<file path="src/rtl/gcs_pkg.sv">
package gcs_pkg;
  typedef enum logic [3:0] {
    OP_NONE, OP_DATA, OP_LDPTR, OP_OPT, OP_CONT, OP_STOP,
    OP_DISP, OP_INC, OP_ICON, OP_PAT, OP_CHB
  } op_e;
endpackage

</file>
<file path="src/rtl/gcs_ptr.sv">
module gcs_ptr #(
  parameter int ADDR_W   = 6,
  parameter int GRP_W    = 4,
  parameter int GRP_USED = 12
) (
  input  logic              clk,
  input  logic              rst,
  input  logic              clr,
  input  logic              load,
  input  logic [ADDR_W-1:0] load_val,
  input  logic              step,
  output logic [ADDR_W-1:0] ptr
);
  localparam int HI_W = ADDR_W - GRP_W;
  localparam logic [GRP_W-1:0] LAST = GRP_W'(GRP_USED - 1);

  logic [ADDR_W-1:0] ptr_q, step_val, snap_val;

  always_comb begin
    if (ptr_q[GRP_W-1:0] == LAST)
      step_val = {ptr_q[ADDR_W-1:GRP_W] + HI_W'(1), {GRP_W{1'b0}}};
    else
      step_val = ptr_q + ADDR_W'(1);
    snap_val = (load_val[GRP_W-1:0] > LAST) ? '0 : load_val;
  end

  always_ff @(posedge clk) begin
    if (rst)       ptr_q <= '0;
    else if (clr)  ptr_q <= '0;
    else if (load) ptr_q <= snap_val;
    else if (step) ptr_q <= step_val;
  end

  assign ptr = ptr_q;

  // pointer never sits in an unused slot of a window
  p_in_window_r1: assert property (@(posedge clk) disable iff (rst)
    ptr_q[GRP_W-1:0] <= LAST);
  // a lone step always moves the pointer
  p_step_moves_r2: assert property (@(posedge clk) disable iff (rst)
    (step && !load && !clr) |=> ptr_q != $past(ptr_q));
endmodule

</file>
<file path="src/rtl/gcs_contrast.sv">
module gcs_contrast #(
  parameter int CNT_W  = 3,
  parameter int OFFS_W = 2
) (
  input  logic               clk,
  input  logic               rst,
  input  logic               up,
  input  logic               dn,
  input  logic [OFFS_W-1:0]  offs,
  output logic [CNT_W:0]     stage
);
  localparam int STAGE_W = CNT_W + 1;

  logic [CNT_W-1:0]   cnt_q, cnt_n;
  logic [STAGE_W-1:0] stage_q;

  always_comb begin
    cnt_n = cnt_q;
    if (up)      cnt_n = cnt_q + CNT_W'(1);
    else if (dn) cnt_n = cnt_q - CNT_W'(1);
  end

  always_ff @(posedge clk) begin
    if (rst) begin
      cnt_q   <= '0;
      stage_q <= '0;
    end else begin
      cnt_q   <= cnt_n;
      stage_q <= STAGE_W'(cnt_n) + STAGE_W'(offs);
    end
  end

  assign stage = stage_q;

  p_cnt_up_r5: assert property (@(posedge clk) disable iff (rst)
    up |=> cnt_q == $past(cnt_q) + CNT_W'(1));
  p_cnt_dn_r5: assert property (@(posedge clk) disable iff (rst)
    (dn && !up) |=> cnt_q == $past(cnt_q) - CNT_W'(1));
  p_cnt_hold_r5: assert property (@(posedge clk) disable iff (rst)
    (!up && !dn) |=> $stable(cnt_q));
endmodule

</file>
<file path="src/rtl/gcs_flags.sv">
module gcs_flags #(
  parameter int ADDR_W = 6,
  localparam int N = 1 << ADDR_W
) (
  input  logic              clk,
  input  logic              rst,
  input  logic              wr_en,
  input  logic [ADDR_W-1:0] wr_addr,
  input  logic              wr_val,
  output logic [N-1:0]      flags
);
  logic [N-1:0] flag_q;

  for (genvar i = 0; i < N; i++) begin : g_flag
    always_ff @(posedge clk) begin
      if (rst)                                        flag_q[i] <= 1'b0;
      else if (wr_en && wr_addr == ADDR_W'(i))        flag_q[i] <= wr_val;
    end
  end

  assign flags = flag_q;

  // at most one flag changes per cycle
  p_one_flag_r7: assert property (@(posedge clk) disable iff (rst)
    $countones(flag_q ^ $past(flag_q)) <= 1);
  p_flag_quiet_r7: assert property (@(posedge clk) disable iff (rst)
    !wr_en |=> $stable(flag_q));
endmodule

</file>
<file path="src/rtl/glyph_cmd_seq.sv">
module glyph_cmd_seq
  import gcs_pkg::*;
#(
  parameter int          DATA_W   = 8,
  parameter int          ADDR_W   = 6,
  parameter int          GRP_W    = 4,
  parameter int          GRP_USED = 12,
  parameter int          CNT_W    = 3,
  parameter int          OFFS_W   = 2,
  parameter logic [7:0]  BLANK    = 8'h20
) (
  input  logic                    clk,
  input  logic                    rst,
  input  logic                    in_valid,
  input  logic                    in_cmd,
  input  logic [DATA_W-1:0]       in_byte,
  input  logic [OFFS_W-1:0]       stage_offs,
  output logic                    ram_we,
  output logic                    mask_we,
  output logic [ADDR_W-1:0]       ram_addr,
  output logic [DATA_W-1:0]       ram_wdata,
  output logic [(1<<ADDR_W)-1:0]  char_blink,
  output logic [ADDR_W-1:0]       addr_ptr,
  output logic                    disp_on,
  output logic                    icon_only,
  output logic                    blink_all_on,
  output logic                    icon_blk_mode,
  output logic                    standby,
  output logic [CNT_W:0]          contrast_stage
);
  op_e              op, act;
  logic             accept;
  logic [ADDR_W-1:0] ptr;
  logic [1:0]       opt_q;
  logic             data_wr, mask_wr, blank_wr, flag_we, flag_val;
  logic             ram_we_q, mask_we_q, disp_q, ionly_q, pat_q, icon_q, stby_q;
  logic [ADDR_W-1:0] addr_q;
  logic [DATA_W-1:0] wdata_q;

  // opcode classification
  always_comb begin
    op = OP_NONE;
    if (!in_cmd)                          op = OP_DATA;
    else if (in_byte[7:6] == 2'b11)       op = OP_LDPTR;
    else if (in_byte[7:4] == 4'b1011)     op = OP_OPT;
    else if (in_byte[7:5] == 3'b100) begin
      casez (in_byte[3:0])
        4'b001?: op = OP_CONT;
        4'b0100: op = OP_STOP;
        4'b100?: op = OP_DISP;
        4'b101?: op = OP_INC;
        4'b110?: op = OP_ICON;
        4'b111?: op = OP_PAT;
        default: op = OP_NONE;
      endcase
    end else if (in_byte[7:5] == 3'b000 && in_byte[3:2] == 2'b01)
      op = OP_CHB;
  end

  // standby gate: only bytes with bit 0 set get through
  assign accept = in_valid && (!stby_q || in_byte[0]);
  assign act    = accept ? op : OP_NONE;

  assign data_wr  = (act == OP_DATA) && !icon_q;
  assign mask_wr  = (act == OP_DATA) && icon_q && ptr[ADDR_W-1];
  assign blank_wr = (act == OP_INC) && opt_q[0];
  assign flag_we  = (act == OP_CHB) || ((act == OP_INC) && opt_q[1]);
  assign flag_val = (act == OP_CHB) ? in_byte[1] : 1'b0;

  gcs_ptr #(.ADDR_W(ADDR_W), .GRP_W(GRP_W), .GRP_USED(GRP_USED)) u_ptr (
    .clk      (clk),
    .rst      (rst),
    .clr      (act == OP_STOP),
    .load     (act == OP_LDPTR),
    .load_val (in_byte[ADDR_W-1:0]),
    .step     ((act == OP_DATA) || (act == OP_INC) || (act == OP_CHB)),
    .ptr      (ptr)
  );

  gcs_contrast #(.CNT_W(CNT_W), .OFFS_W(OFFS_W)) u_cont (
    .clk   (clk),
    .rst   (rst),
    .up    ((act == OP_CONT) && in_byte[0]),
    .dn    ((act == OP_CONT) && !in_byte[0]),
    .offs  (stage_offs),
    .stage (contrast_stage)
  );

  gcs_flags #(.ADDR_W(ADDR_W)) u_flags (
    .clk     (clk),
    .rst     (rst),
    .wr_en   (flag_we),
    .wr_addr (ptr),
    .wr_val  (flag_val),
    .flags   (char_blink)
  );

  always_ff @(posedge clk) begin
    if (rst) begin
      ram_we_q  <= 1'b0;
      mask_we_q <= 1'b0;
      addr_q    <= '0;
      wdata_q   <= '0;
      opt_q     <= '0;
      disp_q    <= 1'b0;
      ionly_q   <= 1'b0;
      pat_q     <= 1'b0;
      icon_q    <= 1'b0;
      stby_q    <= 1'b0;
    end else begin
      ram_we_q  <= data_wr || blank_wr;
      mask_we_q <= mask_wr;
      addr_q    <= ptr;
      wdata_q   <= blank_wr ? BLANK : in_byte;
      if (accept) stby_q <= 1'b0;
      unique case (act)
        OP_OPT:  opt_q  <= in_byte[1:0];
        OP_ICON: icon_q <= in_byte[0];
        OP_PAT:  pat_q  <= in_byte[0];
        OP_DISP: begin
          disp_q  <= in_byte[0];
          ionly_q <= in_byte[4];
        end
        OP_STOP: begin
          stby_q  <= 1'b1;
          disp_q  <= 1'b0;
          ionly_q <= 1'b0;
        end
        default: ;
      endcase
    end
  end

  assign ram_we        = ram_we_q;
  assign mask_we       = mask_we_q;
  assign ram_addr      = addr_q;
  assign ram_wdata     = wdata_q;
  assign addr_ptr      = ptr;
  assign disp_on       = disp_q;
  assign icon_only     = ionly_q;
  assign blink_all_on  = pat_q;
  assign icon_blk_mode = icon_q;
  assign standby       = stby_q;

  p_one_strobe_r6: assert property (@(posedge clk) disable iff (rst)
    !(ram_we && mask_we));
  p_mask_icon_r6: assert property (@(posedge clk) disable iff (rst)
    mask_we |-> ram_addr[ADDR_W-1]);
  p_standby_quiet_r8: assert property (@(posedge clk) disable iff (rst)
    (standby && in_valid && !in_byte[0]) |=> (!ram_we && !mask_we && $stable(addr_ptr)));
  p_stop_zero_r8: assert property (@(posedge clk) disable iff (rst)
    $rose(standby) |-> (addr_ptr == '0 && !disp_on));
  p_strobe_pulse_r11: assert property (@(posedge clk) disable iff (rst)
    (ram_we && !$past(in_valid)) |-> 1'b0);
endmodule

</file>
<file path="config.mk">
export PLATFORM = sky130hd
export DESIGN_NAME = glyph_cmd_seq
export DESIGN_NICKNAME = d
export VERILOG_FILES = /design/src/rtl/gcs_pkg.sv /design/src/rtl/gcs_ptr.sv /design/src/rtl/gcs_contrast.sv /design/src/rtl/gcs_flags.sv /design/src/rtl/glyph_cmd_seq.sv
export SDC_FILE = /design/constraint.sdc
export NUM_CORES = 1
export LEC_CHECK = 0
export BUFFER_PORTS_ARGS = -buffer_cell sky130_fd_sc_hd__clkbuf_2
export CAP_MARGIN = 20
export CORE_ASPECT_RATIO = 0.8
export CORE_UTILIZATION = 25
export DETAILED_ROUTE_END_ITERATION = 10
export GPL_TIMING_DRIVEN = 1
export HOLD_SLACK_MARGIN = 0.12
export SLEW_MARGIN = 40
export SYNTH_ARGS = -nofsm -noshare
export SYNTH_HDL_FRONTEND = slang
export SYNTH_SLANG_ARGS = --single-unit
</file>
<file path="constraint.sdc">
create_clock -name clk -period 3.8 [get_ports clk]
set_input_delay 0.19 -clock clk [delete_from_list [all_inputs] [get_ports clk]]
set_output_delay 0.19 -clock clk [all_outputs]
set_load 0.01 [all_outputs]
</file>
==> reports/results.tsv <==
metric	value	unit
initial DRC count	194	
CTS tree	yes	
failing checks	design-rule violations	
DR vias	3557	
met2 Usage GRT	19.8	%
cts bufs inserted	9	
Ant. Diodes	0	
GR peak layer	met2	
GP Congestion	0.830	
Internal Power	1560	uW
achievable frequency	0.355	GHz
Port Buffers	108	
switching fraction of total power	25.0	%
Setup TNS Final	0	ns
Crit Path Max Fanout	8	
Rows	43	
First-pass DRT Iterations	7	
RSZ-0062 raised after global routing	no	
Clock Skews	0.0116	ns
Req. time, crit path	4.01	ns
number of global-route vias before repair	3371	
final hold vios	0	
combinational share of power	7.3	%
fillcell total	1830	
Worst-path clk slew	0.07	ns
GRT met1 Usage	19.6	%
sequential-to-total area share from yosys stat	44.5	%
Crit Path Category	in -> reg	
area grow syn2layout	19.9	%
Clk pwr share	41.3	%
hold path depth	2	
sequential power share	51.4	%
relative slew slack	55.2	%
met3 Use GR	4.62	%
MaxCap Viol Count	0	
DRC viols	12	
register area	2000	um^2
Initial Util	25.7	%
syn avg cell area	9.65	um^2
Die Ht	122	um
Via-to-Cell Ratio	4.58	
final core occ	30.8	%
core area	17500	um^2
period utilization	74.2	%
Netlist cell types	50	
outcome	complete, but fails checks	
Final WS setup	0.980	ns
IO Count	109	
Resize count post-CTS	0	
most common cell after layout, fill and taps aside	clkbuf_2	
Post-DP HPWL	8640	um
CP Capture Type	flip-flop	
H-Tree Depth	3	
crit path DAT	3.03	ns
post-synthesis mux area share	1.11	%
Skew-Pair Late Insertion Delay	0.35	ns
peak supply drop	0.205	mV
Compound-Gate Fraction of Synth Area	27.9	%
nets	574	
die width	152	um
Post-Synth XOR/XNOR Area	1.36	%
Worst R2R Path Depth	10	
ys async rst share	0	%
HP Class	in -> reg	
Die ar.	18500	um^2
pin count of the biggest net entering global routing	59	
first-pass GRT wire length	19600	um
Adder-Cell Fraction of Synth Area	3.78	%
P_sw	522	uW
Synth Warn #	0	
initial antenna violation count	0	
Slew Limit Fails	0	
Root Buffer	clkbuf_16	
DRT antenna net count	0	
Synth Register Bits	100	
number of synthesized flops with an enable pin	0	
Setup Viol. Count Final	0	
startpoint types	input port	
Syn Std Cell Area	4500	um^2
syn nets	493	
Multi-input gate area	2160	um^2
Slew @ Worst Pin	0.672	ns
CTS max path bufs	2	
drt wl/cell	16.2	um
Min Hold Slack	0.171	ns
dpl ws	0.636	ns
cells after synthesis	466	
Cell Pwr Density	386	nW/um^2
layout cells sized above 1	30.6	%
drt total wl	12600	um
most frequent cells in the layout	clkbuf_2 (107), dfxtp_1 (100), a21oi_1 (67)	
Clock Sinks	100	
main flop type after synthesis	dfxtp_1	
gr ovfl total	0	
Leak Pwr	0.00204	uW
All-Layer GR Usage	13.9	%
min cycle time layout	2.82	ns
main combinational cell family by area after synthesis	compound AO/OA/AOI/OAI gates	
simple-gate share of the synthesized area	13.6	%
-- final timing paths --
| path | startpoint | slack (ns) | end |
|---|---|---|---|
| max | in_byte[1] | 0.98 | u_cont.stage[2] |
| min reg2reg | blink_all_on | 0.46 | blink_all_on |
| max reg2reg | standby | 1.22 | u_cont.stage[2] |
| min | in_byte[6] | 0.17 | ram_wdata[6] |
-- worst max-delay path, cell delays in order --
cell,delay [ns]
clkbuf_2,0.16
or4b_4,0.58
a2111oi_4,0.39
and2b_1,0.32
nor2b_1,0.27
xnor2_1,0.12
ha_1,0.22
fa_1,0.38
xor2_1,0.18
xnor2_1,0.17
nor2_1,0.06
-- Yosys cell counts, drive strengths merged (2+ instances only) --
cell type	n	area [um^2]
a211o	2	17.5
a211oi	67	603
a21oi	78	432
a221oi	2	23.8
a311oi	2	17.5
a32oi	3	26.3
and2	22	138
and3	3	18.8
and3b	2	17.5
and4	2	17.5
and4b	2	20.0
buf	33	243
clkbuf	18	70.1
dfxtp	100	2000
ha	12	150
inv	9	33.8
mux2i	5	50.1
nand2	16	60.1
nand2b	7	43.8
nand3	6	30.0
nor2	24	90.1
nor2b	9	56.3
nor3	8	40.0
nor4	2	12.5
nor4bb	2	20.0
o21ai	8	40.0
o21bai	3	22.5
or4b	2	23.8
xnor2	5	43.8
xor2	2	17.5
-- per-layer routing --
layer	up-vias	wire, um
li1	1844	-
met1	1640	6590
met2	64	5140
met3	9	684
met4	0	144
met5	-	0
-- power groups by stage --
stage	registers [uW]	logic, uW	clock network [uW]
6_report	1070	153	860
3_5_place_dp	1090	152	0
4_1_cts	1070	154	895
5_1_grt	1070	168	941
3_3_place_gp	1090	153	0
2_1_floorplan	1100	97.8	0
-- cells by family after synthesis --
| kind of cell | Yosys count |
|---|---|
| AND/OR/NAND/NOR | 110 |
| adder cells (fa/ha/maj) | 13 |
| XOR/XNOR | 7 |
| multiplexers | 5 |
| buffers and inverters | 60 |
| AO/OA/AOI/OAI | 171 |
| flip-flops | 100 |
-- repair_timing --
action	4_1_cts	5_1_grt
setup endpoints to repair	0	0
hold buffers	1	0
setup buffers	0	0
hold endpoints to repair	1	0
-- sequential cells by signal, indices dropped and copies added (netlist names) --
name and flops:
u_flags.flags 64, ram_wdata 8, ram_addr 6, u_ptr.ptr 6, u_cont.stage 4, u_cont.cnt_q 3, opt_q 2, blink_all_on 1
disp_on 1, icon_blk_mode 1, icon_only 1, mask_we 1, ram_we 1, standby 1
-- per-stage QoR --
stage | power (uW) | cell area, um^2 | std cells
6_report | 2080 | 5390 | 777
5_1_grt | 2180 | 5390 | 777
4_1_cts | 2120 | 5390 | 777
3_5_place_dp | 1250 | 5110 | 760
3_3_place_gp | 1250 | 5110 | 760
2_1_floorplan | 1190 | 4500 | 466
-- cell type report --
cell class,instances,share of cell area [%]
sequential,100,37.1
inverter,9,0.626
tap,225,5.22
clock buffer,12,4.38
timing repair buffer,121,11.9
clock inverter,4,0.626
multi-input combinational,306,40.1
Note: power is estimated with default switching activity, not from simulation.
